[src/rtl/splitcmp_pkg.sv]
package splitcmp_pkg;

    localparam int HALF_W = 8;
    localparam int DATA_W = 8;
    localparam int ADDR_W = 3;
    localparam int N_TAPS = 4;
    localparam int SEL_W  = 3;

    typedef logic [HALF_W-1:0] half_t;

    typedef enum logic [ADDR_W-1:0] {
        A_CTRL = 3'd0,
        A_CFG  = 3'd1,
        A_STAT = 3'd2,
        A_CNTL = 3'd3,
        A_CNTH = 3'd4,
        A_CMPL = 3'd5,
        A_CMPH = 3'd6,
        A_NONE = 3'd7
    } addr_e;

    typedef struct packed {
        logic             split;
        logic [SEL_W-1:0] sel_hi;
        logic             lvl_hi;
        logic [SEL_W-1:0] sel_lo;
    } ctrl_t;

    typedef struct packed {
        logic lvl_lo;
        logic rise;
        logic ie_hi;
        logic ie_lo;
        logic ovie_hi;
        logic ovie_lo;
        logic clr_hi;
        logic clr_lo;
    } cfg_t;

    typedef struct packed {
        logic ovf_hi;
        logic ovf_lo;
        logic cmf_hi;
        logic cmf_lo;
    } flags_t;

    typedef struct packed {
        logic match_hi;
        logic match_lo;
        logic ovf_hi;
        logic ovf_lo;
    } evt_t;

    localparam int FLAG_W = $bits(flags_t);

    // Source code that selects the external event: one past the last tap.
    function automatic logic [SEL_W-1:0] ext_code();
        return SEL_W'(N_TAPS + 1);
    endfunction

endpackage

[src/rtl/sct_edge_det.sv]
module sct_edge_det (
    input  logic clk,
    input  logic rst,
    input  logic ext_in,
    input  logic rise_sel,
    output logic pulse
);
    logic ext_q;

    always_ff @(posedge clk) begin
        if (rst) ext_q <= 1'b0;
        else     ext_q <= ext_in;
    end

    always_comb begin
        if (rise_sel) pulse = ext_in & ~ext_q;
        else          pulse = ~ext_in & ext_q;
    end
endmodule

[src/rtl/sct_tick_sel.sv]
module sct_tick_sel
    import splitcmp_pkg::*;
#(
    parameter int TAPS = N_TAPS
) (
    input  logic [SEL_W-1:0] sel,
    input  logic [TAPS-1:0]  taps,
    input  logic             ext_pulse,
    output logic             tick
);
    always_comb begin
        tick = 1'b0;
        for (int k = 0; k < TAPS; k++) begin
            if (sel == SEL_W'(k + 1)) tick = taps[k];
        end
        if (sel == SEL_W'(TAPS + 1)) tick = ext_pulse;
    end
endmodule

[src/rtl/sct_core.sv]
module sct_core
    import splitcmp_pkg::*;
(
    input  logic  clk,
    input  logic  rst,
    input  logic  split,
    input  logic  tick_lo,
    input  logic  tick_hi,
    input  logic  clr_lo,
    input  logic  clr_hi,
    input  half_t cmp_lo,
    input  half_t cmp_hi,
    input  logic  ld_lo,
    input  logic  ld_hi,
    input  half_t ld_val,
    output half_t cnt_lo,
    output half_t cnt_hi,
    output evt_t  evt
);
    localparam int CNT_W = 2 * HALF_W;
    typedef logic [CNT_W-1:0] wide_t;

    half_t lo_q, hi_q, lo_n, hi_n;
    wide_t wide_cur, wide_cmp, wide_n;

    always_comb begin
        wide_cur = {hi_q, lo_q};
        wide_cmp = {cmp_hi, cmp_lo};
        wide_n   = wide_cur;
        evt      = '0;
        lo_n     = lo_q;
        hi_n     = hi_q;
        if (split) begin
            evt.match_lo = tick_lo && (lo_q == cmp_lo);
            evt.match_hi = tick_hi && (hi_q == cmp_hi);
            if (tick_lo) begin
                if (evt.match_lo && clr_lo) begin
                    lo_n = '0;
                end else begin
                    lo_n       = lo_q + half_t'(1);
                    evt.ovf_lo = (lo_q == '1);
                end
            end
            if (tick_hi) begin
                if (evt.match_hi && clr_hi) begin
                    hi_n = '0;
                end else begin
                    hi_n       = hi_q + half_t'(1);
                    evt.ovf_hi = (hi_q == '1);
                end
            end
        end else begin
            evt.match_hi = tick_lo && (wide_cur == wide_cmp);
            if (tick_lo) begin
                if (evt.match_hi && clr_hi) begin
                    wide_n = '0;
                end else begin
                    wide_n     = wide_cur + wide_t'(1);
                    evt.ovf_hi = (wide_cur == '1);
                end
            end
            {hi_n, lo_n} = wide_n;
        end
        if (ld_lo) lo_n = ld_val;
        if (ld_hi) hi_n = ld_val;
    end

    always_ff @(posedge clk) begin
        if (rst) begin
            lo_q <= '0;
            hi_q <= '0;
        end else begin
            lo_q <= lo_n;
            hi_q <= hi_n;
        end
    end

    assign cnt_lo = lo_q;
    assign cnt_hi = hi_q;
endmodule

[src/rtl/splitcmp_timer.sv]
module splitcmp_timer
    import splitcmp_pkg::*;
(
    input  logic              clk,
    input  logic              rst,
    input  logic [N_TAPS-1:0] tap_en,
    input  logic              ext_in,
    input  logic              reg_we,
    input  logic [ADDR_W-1:0] reg_addr,
    input  logic [DATA_W-1:0] reg_wdata,
    output logic [DATA_W-1:0] reg_rdata,
    output logic              tmo_hi,
    output logic              tmo_lo,
    output logic              irq
);
    localparam int N_HALF = 2;

    ctrl_t  ctrl_q;
    cfg_t   cfg_q;
    flags_t flg_q, hw_set, wmask;
    half_t  cmp_lo_q, cmp_hi_q, cnt_lo, cnt_hi;
    logic   pin_hi_q, pin_lo_q;
    evt_t   evt;
    addr_e  a;
    logic   we_ctrl, we_cfg, we_stat, ld_lo, ld_hi;
    logic   ext_pulse;
    logic [N_HALF-1:0][SEL_W-1:0] sel_arr;
    logic [N_HALF-1:0]            tick_v;

    assign a       = addr_e'(reg_addr);
    assign we_ctrl = reg_we && (a == A_CTRL);
    assign we_cfg  = reg_we && (a == A_CFG);
    assign we_stat = reg_we && (a == A_STAT);
    assign ld_lo   = reg_we && (a == A_CNTL);
    assign ld_hi   = reg_we && (a == A_CNTH);

    sct_edge_det u_edge (
        .clk     (clk),
        .rst     (rst),
        .ext_in  (ext_in),
        .rise_sel(cfg_q.rise),
        .pulse   (ext_pulse)
    );

    assign sel_arr[0] = ctrl_q.sel_lo;
    assign sel_arr[1] = ctrl_q.sel_hi;

    for (genvar h = 0; h < N_HALF; h++) begin : g_src
        sct_tick_sel #(.TAPS(N_TAPS)) u_sel (
            .sel      (sel_arr[h]),
            .taps     (tap_en),
            .ext_pulse(ext_pulse),
            .tick     (tick_v[h])
        );
    end

    sct_core u_core (
        .clk    (clk),
        .rst    (rst),
        .split  (ctrl_q.split),
        .tick_lo(tick_v[0]),
        .tick_hi(tick_v[1]),
        .clr_lo (cfg_q.clr_lo),
        .clr_hi (cfg_q.clr_hi),
        .cmp_lo (cmp_lo_q),
        .cmp_hi (cmp_hi_q),
        .ld_lo  (ld_lo),
        .ld_hi  (ld_hi),
        .ld_val (reg_wdata),
        .cnt_lo (cnt_lo),
        .cnt_hi (cnt_hi),
        .evt    (evt)
    );

    // Configuration and compare registers
    always_ff @(posedge clk) begin
        if (rst) begin
            ctrl_q   <= '0;
            cfg_q    <= '0;
            cmp_lo_q <= '1;
            cmp_hi_q <= '1;
        end else if (reg_we) begin
            case (a)
                A_CTRL: ctrl_q   <= ctrl_t'(reg_wdata);
                A_CFG:  cfg_q    <= cfg_t'(reg_wdata);
                A_CMPL: cmp_lo_q <= reg_wdata;
                A_CMPH: cmp_hi_q <= reg_wdata;
                default: ;
            endcase
        end
    end

    // Sticky flags: hardware set dominates a software clear
    assign hw_set = '{ovf_hi: evt.ovf_hi, ovf_lo: evt.ovf_lo,
                      cmf_hi: evt.match_hi, cmf_lo: evt.match_lo};
    assign wmask  = flags_t'(reg_wdata[FLAG_W-1:0]);

    always_ff @(posedge clk) begin
        if (rst) flg_q <= '0;
        else     flg_q <= hw_set | (we_stat ? (flg_q & wmask) : flg_q);
    end

    // Output pins: a level write dominates a match toggle
    always_ff @(posedge clk) begin
        if (rst) begin
            pin_hi_q <= 1'b0;
            pin_lo_q <= 1'b0;
        end else begin
            if (we_ctrl)                         pin_hi_q <= reg_wdata[3];
            else if (evt.match_hi && cfg_q.ie_hi) pin_hi_q <= ~pin_hi_q;
            if (we_cfg)                          pin_lo_q <= reg_wdata[7];
            else if (evt.match_lo && cfg_q.ie_lo) pin_lo_q <= ~pin_lo_q;
        end
    end

    assign tmo_hi = pin_hi_q;
    assign tmo_lo = pin_lo_q;

    assign irq = (flg_q.cmf_lo & cfg_q.ie_lo)
               | (flg_q.cmf_hi & cfg_q.ie_hi)
               | (flg_q.ovf_lo & cfg_q.ovie_lo & cfg_q.ie_lo)
               | (flg_q.ovf_hi & cfg_q.ovie_hi & cfg_q.ie_hi);

    always_comb begin
        case (a)
            A_CTRL:  reg_rdata = ctrl_q;
            A_CFG:   reg_rdata = cfg_q;
            A_STAT:  reg_rdata = DATA_W'(flg_q);
            A_CNTL:  reg_rdata = cnt_lo;
            A_CNTH:  reg_rdata = cnt_hi;
            A_CMPL:  reg_rdata = cmp_lo_q;
            A_CMPH:  reg_rdata = cmp_hi_q;
            default: reg_rdata = '0;
        endcase
    end
endmodule

[config.mk]
export PLATFORM = sky130hd
export DESIGN_NAME = splitcmp_timer
export DESIGN_NICKNAME = d
export VERILOG_FILES = /design/src/rtl/splitcmp_pkg.sv /design/src/rtl/sct_edge_det.sv /design/src/rtl/sct_tick_sel.sv /design/src/rtl/sct_core.sv /design/src/rtl/splitcmp_timer.sv
export SDC_FILE = /design/constraint.sdc
export NUM_CORES = 1
export LEC_CHECK = 0
export CAP_MARGIN = 30
export CORE_MARGIN = 2
export CORE_UTILIZATION = 45
export CTS_CLUSTER_SIZE = 20
export DETAILED_ROUTE_END_ITERATION = 8
export PLACE_DENSITY = 0.65
export SLEW_MARGIN = 20
export SYNTH_ARGS = -nofsm -noshare
export SYNTH_HDL_FRONTEND = slang
export SYNTH_SLANG_ARGS = --single-unit
[constraint.sdc]
create_clock -name clk -period 4.4 [get_ports clk]
set_input_delay 1.32 -clock clk [delete_from_list [all_inputs] [get_ports clk]]
set_output_delay 1.32 -clock clk [all_outputs]
set_load 0.02 [all_outputs]
Yosys cells after proc, flatten, opt, wreduce, memory -nomap -nowiden
Cells that the tools add are included.
{"block": "word_totals", "memories": 0, "inputBits": 19, "elab_cells": 126, "mem_bits_ro": 0, "latch_bits": 0, "mem_bits_rw": 0, "register_bits": 55, "out_inout_bits": 11}
{"block": "op_classes", "n_bitwise": 17, "add_sub_neg": 3, "n_mux": 37, "div": 0, "eq_ne": 23, "n_mul": 0, "magnitude_cmp": 0, "shift": 0, "n_reduce_logical": 23}
{"cell": "8-bit two-way mux", "n": 8}
{"cell": "8-bit case mux with 7 select lines", "n": 1}
{"cell": "16-bit two-way mux", "n": 2}
{"cell": "1-bit two-way mux", "n": 25}
{"cell": "3-bit equality test, second input constant", "n": 7}
{"cell": "3-bit by 2-bit equality test with 1-bit output, second input constant", "n": 6}
{"cell": "16-bit by 1-bit adder with 16-bit output, second input constant", "n": 1}
{"cell": "8-bit by 1-bit adder with 8-bit output, second input constant", "n": 2}
{"cell": "16-bit equality test", "n": 1}
{"cell": "16-bit equality test, second input constant", "n": 1}
{"cell": "8-bit equality test", "n": 2}
{"cell": "8-bit equality test, second input constant", "n": 2}
{"cell": "1-bit logical AND", "n": 13}
{"cell": "2-bit AND reduction", "n": 5}
{"cell": "3-bit by 1-bit equality test with 1-bit output, second input constant", "n": 3}
{"cell": "1-bit AND", "n": 8}
{"cell": "2-bit nonzero test", "n": 3}
{"cell": "4-bit AND", "n": 1}
{"cell": "4-bit two-way mux", "n": 1}
{"cell": "1-bit NOT", "n": 4}
{"cell": "4-bit bitwise OR", "n": 1}
{"cell": "3-bit logical NOT", "n": 1}
{"cell": "3-bit by 1-bit inequality test with 1-bit output, second input constant", "n": 1}
{"cell": "1-bit bitwise OR", "n": 3}
{"cell": "3-bit nonzero test", "n": 1}

Logic depth before layout (Yosys ltp)
Gate-level depths: netlist of run 1.
{"block": "depth", "depth_word": 12, "depth_mapped": 8, "depth_no_buf": 8}

Modules after synthesis
A second synthesis of run 1 with hierarchy kept.
{"block": "hier_totals", "hier_cells": 480, "hier_area_um2": 3821.2}
{"module": "splitcmp_timer", "seq_area_each_um2": 760.7, "instances": 1, "cells_per_inst": 244, "area_per_inst_um2": 2070.7}
{"module": "sct_core", "seq_area_each_um2": 320.3, "instances": 1, "cells_per_inst": 215, "area_per_inst_um2": 1606.5}
{"module": "sct_tick_sel", "seq_area_each_um2": 0.0, "instances": 2, "cells_per_inst": 8, "area_per_inst_um2": 47.5}
{"module": "sct_edge_det", "seq_area_each_um2": 20.0, "instances": 1, "cells_per_inst": 5, "area_per_inst_um2": 48.8}

Worst setup path before layout of run 1
OpenSTA, ideal clock, no wires.
{"block": "synth_path", "path_kind": "in2out", "startpoint": "input reg_addr[2]", "endpoint": "output reg_rdata[2]", "required_ns": 3.080, "setup_slack_ns": 0.413, "path_stages": 4, "t_arrival_ns": 2.667, "path_cell_list": "buf_1 -> clkbuf_1 -> mux4_1 -> mux2_2"}
{"block": "synth_between", "elab_chain_len": 2}
{"item": "start, declared", "line_no": "splitcmp_timer.sv:9", "source": "input logic [ADDR_W-1:0] reg_addr,"}
{"item": "3-bit equality test, or another cell as far along", "line_no": "splitcmp_timer.sv:125", "source": "case (a)"}
{"item": "8-bit case mux with 7 select lines (*)", "line_no": "splitcmp_timer.sv:125"}
{"item": "end, declared", "line_no": "splitcmp_timer.sv:11", "source": "output logic [DATA_W-1:0] reg_rdata,"}
Mark *: on every way between the ends. The rest lies on a longest branch, timed or not.

Worst setup path in the final report of run 1
{"block": "layout_path", "startpoint": "input reg_addr[2]", "endpoint": "output reg_rdata[1]"}
Same word-level chain as after synthesis.

==> results of run 1 <==
## power breakdown
| group | switching [mW] | internal [mW] | leakage [nW] |
|---|---|---|---|
| clock | 0.173 | 0.185 | 0.0612 |
| sequential | 0.0242 | 0.511 | 0.447 |
| combinational | 0.0900 | 0.0765 | 0.976 |
| total | 0.287 | 0.772 | 1.48 |
## layout make-up
| type | count | area (um^2) | share of cell area [%] |
|---|---|---|---|
| multi-input cells | 357 | 2200 | 55.0 |
| inverters | 6 | 22.5 | 0.563 |
| flip-flops and latches | 55 | 1100 | 27.5 |
| repair buffers | 48 | 434 | 10.9 |
| well taps | 99 | 124 | 3.10 |
| clock inverters | 2 | 35.0 | 0.876 |
| clock buffers | 6 | 82.6 | 2.07 |
## worst paths after layout
check / start / to / slack [ns] / cells after the start
setup / recovery: reg_addr[2] / reg_rdata[1] / 0.07 / 5
hold / removal: cfg_q[7]$_SDFFE_PP0P_ / cfg_q[7]$_SDFFE_PP0P_ / 0.49 / 2
setup reg to reg: u_core.cnt_lo[2]$_SDFFE_PP0P_ / u_core.cnt_hi[6]$_SDFFE_PP0P_ / 2.00 / 7
hold reg to reg: cfg_q[7]$_SDFFE_PP0P_ / cfg_q[7]$_SDFFE_PP0P_ / 0.49 / 2
## per-stage QoR
stage / hold WS (ns) / utilization (%) / setup TNS, ns / power (mW)
after CTS: 0.491 / 54.5 / 0 / 1.06
after floorplan: 0.433 / - / 0 / 0.635
after detailed placement: 0.476 / 53.0 / -1.22 / 0.714
after global routing: 0.510 / 54.5 / 0 / 1.10
final: 0.490 / 54.5 / 0 / 1.06
after global placement: 0.478 / 53.0 / -1.19 / 0.713
## placed cells by master, fill, tap and decap left out, drive strengths merged, types with 17 or more instances in the layout
| master | netlist | layout |
|---|---|---|
| a21oi | 45 | 45 |
| and3 | 17 | 17 |
| buf | 13 | 20 |
| clkdlybuf4s50 | 0 | 20 |
| dfxtp | 55 | 55 |
| nand2 | 90 | 90 |
| nand3 | 21 | 21 |
| nand3b | 17 | 17 |
| nor2 | 26 | 26 |
| o21ai | 17 | 17 |
## kinds of logic after synthesis
| logic type | count (synthesis) | share of synthesized area [%] |
|---|---|---|
| AND/OR/NAND/NOR | 210 | 30.1 |
| AO/OA/AOI/OAI | 112 | 21.3 |
| flip-flops | 55 | 31.9 |
| buffers and inverters | 37 | 4.39 |
| XOR/XNOR | 20 | 5.08 |
| multiplexers | 13 | 6.49 |
| adder cells (fa/ha/maj) | 2 | 0.725 |
## flip-flops by register name (all words and copies together) (netlist names)
| name | flops |
|---|---|
| ctrl_q | 8 |
| u_core.cnt_hi | 8 |
| cfg_q | 8 |
| flg_q | 4 |
| tmo_lo | 1 |
| u_core.cnt_lo | 8 |
| cmp_lo_q | 8 |
| u_edge.ext_q | 1 |
| cmp_hi_q | 8 |
| tmo_hi | 1 |
## routing by layer
layer	up-vias	global-route usage, %
met5	-	0
met4	0	7.70
met3	26	3.98
met2	165	44.1
met1	1616	38.2
li1	1651	-
## tightest hold or removal path, cell delays in order, from the launching register on
cell and delay (ns):
dfxtp_1 0.34, nand2_1 0.06, a21oi_1 0.05
==> out/metrics.cfg, run 1 <==
[status]
status = completed

[route]
vias = 3458
vias_per_cell = 6.03
routed-wl-met2_um = 5150
drt_first_pass_iters = 5
postRouteAntennaNets = 0
drc_errors = 0
drt_iter0_drc = 319
wl_per_cell_um = 19.3
wl_um = 11000
dr_wl_met3_um = 869
drt-met1-wl_um = 4730
dr.max_layer_used = met4

[global_routing]
grt_overflow = 0
grtUsageTotal_pct = 27.4
first_global_vias = 3231
grt_pass1_wl_um = 17900
antenna_found_initial = 0
grt_max_degree = 36

[yosys]
ys_seq_area_share_pct = 31.9
ys_async_sr_fraction_pct = 0
ys.warnings.count = 0
synth_area_mm2 = 0.00345
synth_cell_type_count = 57
synth_top_area_share_pct = 31.9
synth_area_leaders = dfxtp_1 32%, nand2_1 9.8%, a21oi_1 6.4%
ys_ff_latch = 55
synth-edff-count = 0
synth_most_common_cell = nand2_1
postSynthCellCount = 449
synthTopCellsByCount = 90 x nand2_1, 55 x dfxtp_1, 44 x a21oi_1
yosys.area.top_type = dfxtp_1
syn_avg_cell_area_um2 = 7.69
synth_nets = 470
ys.flop_type = dfxtp_1

[clocking]
cts_buffer_depth = 2
numCtsBuffers = 5
postCtsHoldBufs = 0
clk_latency_ns = 0.31
path_clk_slew_ns = 0.10
cts_sinks = 55
ctsResizeCount = 8
cts_root_buffer = clkbuf_8
htree_num_levels = 2
cts_tree = done
cts_setup_buffers = 0

[floorplanning]
num_io_pins = 30
die_area_mm2 = 0.00839
die_h_um = 91.6
core_area_mm2 = 0.00733
fp-row-count = 31
start_util_pct = 47.1
die-width_um = 91.6

[cells_and_area]
fillers = 711
antennaDiodeCount = 0
stdcell_area_mm2 = 0.00400
layout-drive-gt1-share_pct = 9.28
fin_nets = 494
finalNonFillerCells = 573
area_delta_synth_final_pct = 15.8

[min_path]
hold_path_class = flip-flop to flip-flop

[setup_path]
worstPathRequired_ns = 3.08
critPathBufInv = 3
cp_top_family = buffers and inverters
arrival_ns = 3.01
cp_max_fo = 11
setup.worst_path.start_class = input port
endpoint_kind = output port
crit_chain = clkdlybuf4s50_1 > buf_6 > mux4_2 > o21a_1 > dlygate4sd2_1
worstSetupPathType = input port to output port
slowest_delay_ns = 0.51
critical-path-slowest-cell = mux4_2

[placement]
dp_slack_ns = -0.166
gp_congestion = 0.912
place_area_mm2 = 0.00389
post-dp-hpwl_um = 8070
place_inst = 565
portBuffers = 29

[job]
drv_cap = 0

[sta]
max_freq_mhz = 231
period_share_pct = 98.3
setup_viol = 0
worst_slack_ns = 0.0738
worstMarginPinSlew_ns = 0.720
maxSlewHeadroom_pct = 51.8
hold_viol_final = 0
slew_viol_final = 0
finalCriticalPeriod_ns = 4.33
skew_ns = 0.0104
rsz0062_at_grt = false

[power]
p_leak_nw = 1.48
power.density_mw_per_mm2 = 265
peakVddDrop_v = 0.000156

Power figures use the tool's default switching activity.
==> run 2: changes to the inputs <==
--- a/config.mk
+++ b/config.mk
@@ -6,10 +6,12 @@
 export NUM_CORES = 1
 export LEC_CHECK = 0
 export CAP_MARGIN = 30
+export CORE_ASPECT_RATIO = 0.5
 export CORE_MARGIN = 2
 export CORE_UTILIZATION = 45
 export CTS_CLUSTER_SIZE = 20
 export DETAILED_ROUTE_END_ITERATION = 8
+export HOLD_SLACK_MARGIN = 0.02
 export PLACE_DENSITY = 0.65
 export SLEW_MARGIN = 20
 export SYNTH_ARGS = -nofsm -noshare
==> run 2 against run 1 <==
Clock power rose by 31%. Sequential share of layout area shrank 0.23 points. Highest routed layer unchanged. Clock-buffer cell count down 1. Largest power group unchanged. Register-to-register slack lost 0.02 ns. Largest cell class unchanged. Critical path type unchanged.
==> out/metrics.cfg, run 2 (same netlist as run 1, synthesis figures left out) <==
[status]
status = completed

[sta]
whs_ns = 0.483  ; -0.00722 ns
skew_ns = 0.00873  ; -0.00170 ns
max_freq_mhz = 230  ; -0.34%
setup_viol = 0  ; unchanged
finalCriticalPeriod_ns = 4.34  ; +0.0148 ns
period_share_pct = 98.7  ; +0.34 points
slew_viol_final = 0  ; unchanged
rsz0062_at_grt = true
worstMarginPinSlew_ns = 0.540  ; -0.179 ns
maxSlewHeadroom_pct = 63.9  ; +12 points
hold_viol_final = 0  ; unchanged

[min_path]
min_from = ctrl_q[3]$_SDFFE_PP0P_
hold_end = ctrl_q[3]$_SDFFE_PP0P_
min_path_cells = 2  ; unchanged
hold_path_class = flip-flop to flip-flop

[global_routing]
grt_max_degree = 44  ; +22%
grt_overflow = 0  ; unchanged
grt_pass1_wl_um = 17600  ; -1.3%
grtUsageTotal_pct = 27.9  ; +0.50 points
antenna_found_initial = 0  ; unchanged
first_global_vias = 3197  ; -1.1%

[cells_and_area]
antennaDiodeCount = 0  ; unchanged
finalNonFillerCells = 568  ; -0.87%
fin_nets = 492  ; -0.40%
mostFrequentLayoutCell = nand2_1
layout-drive-gt1-share_pct = 8.69  ; -0.60 points
final_cell_mix = 90 x nand2_1, 55 x dfxtp_1, 44 x a21oi_1
area_delta_synth_final_pct = 16.8

[route]
drt_iter0_drc = 430  ; +35%
postRouteAntennaNets = 0  ; unchanged
vias = 3468  ; +0.29%
wl_um = 11000  ; -0.36%
wl_per_cell_um = 19.4  ; +0.51%
drc_errors = 0  ; unchanged
vias_per_cell = 6.11  ; +1.2%
drt_first_pass_iters = 5  ; unchanged

[setup_path]
r2r_cells = 7  ; unchanged
timing.rr.start = u_core.cnt_hi[6]$_SDFFE_PP0P_
cp_max_fo = 13  ; +2
setup.worst_path.start_class = input port
worstSetupPathType = input port to output port
r2r-end = u_core.cnt_hi[6]$_SDFFE_PP0P_
worstPathRequired_ns = 3.08  ; about the same
reg2reg_setup_slack_ns = 1.98  ; -0.02 ns
endpoint_kind = output port
arrival_ns = 3.02  ; about the same

[floorplanning]
start_util_pct = 46.8  ; -0.30 points
die_h_um = 65.9  ; -28%
core_area_mm2 = 0.00738  ; +0.63%
die_area_mm2 = 0.00843  ; +0.50%
fp-row-count = 22  ; -29%
die-width_um = 128  ; +40%
num_io_pins = 30  ; unchanged

[clocking]
htree_num_levels = 2  ; unchanged
numCtsBuffers = 5  ; unchanged
clk_latency_ns = 0.30  ; about the same
cts_buffer_depth = 2  ; unchanged
cts_tree = done
path_clk_slew_ns = 0.08  ; -0.02 ns
cts_sinks = 55  ; unchanged
cts_root_buffer = clkbuf_16

[placement]
place_inst = 560  ; -0.88%
gp_congestion = 0.958  ; +5.1%
post-dp-hpwl_um = 8200  ; +1.6%
portBuffers = 29  ; unchanged

[power]
power.density_mw_per_mm2 = 290  ; +9.4%
p_leak_nw = 1.50  ; +0.82%
peakVddDrop_v = 0.000167  ; +6.8%

[job]
drv_cap = 0  ; unchanged

-- run 2: repair_timing --
action	in CTS	in global routing
setup endpoints to repair	8	3
hold buffers	0	0
buffers inserted	0	0
resized for setup	8	2
-- run 2: how the worst max path moves through the flow --
stage / depth (start not counted) / slack, ns / start / to
6_report: 5 / 0.06 / reg_addr[2] / reg_rdata[0]
3_3_place_gp: 5 / -0.19 / reg_addr[2] / reg_rdata[0]
5_1_grt: 6 / -0.003 / reg_addr[0] / reg_rdata[7]
2_1_floorplan: 4 / 0.41 / reg_addr[2] / reg_rdata[2]
3_5_place_dp: 5 / -0.20 / reg_addr[2] / reg_rdata[0]
4_1_cts: 5 / 0.02 / reg_addr[2] / reg_rdata[0]
-- run 2: layout make-up --
cell class	instances	area, um^2
Sequential cell	55	1100
Timing Repair Buffer	46	418
Fill cell	729	3350
Tap cell	96	120
Multi-Input combinational cell	357	2200
Clock buffer	5	125
Clock inverter	3	46.3
Inverter	6	22.5
-- run 2: layer usage --
metal  routed length [um]  share of wire [%]  global-route usage, %
met5                    0                  0                      0
met4                  131                1.2                   6.18
met3                 1090                9.9                   7.85
met2                 4400                 40                   41.1
met1                 5380                 49                   40.4
-- run 2: worst max-delay path, cell delays in order --
cell and delay [ns]:
clkdlybuf4s50_1 0.51, buf_12 0.16, mux4_2 0.49, mux2_2 0.27
clkdlybuf4s15_1 0.28
-- run 2: through the flow --
step / setup TNS [ns] / power [mW] / cell area (um^2) / worst slack, ns / utilization [%]
floorplan: 0 / 0.635 / 3450 / 0.413 / -
global placement: -1.07 / 0.710 / 3870 / -0.189 / 52.4
detailed placement: -1.30 / 0.711 / 3870 / -0.200 / 52.4
CTS: 0 / 1.17 / 4030 / 0.0191 / 54.6
global route: -0.00255 / 1.21 / 4030 / -0.00255 / 54.6
finish: 0 / 1.17 / 4030 / 0.0591 / 54.6
-- run 2: power breakdown --
group / switching [mW] / internal [mW]
logic: 0.0915 / 0.0744
registers: 0.0217 / 0.511
clock network: 0.199 / 0.271
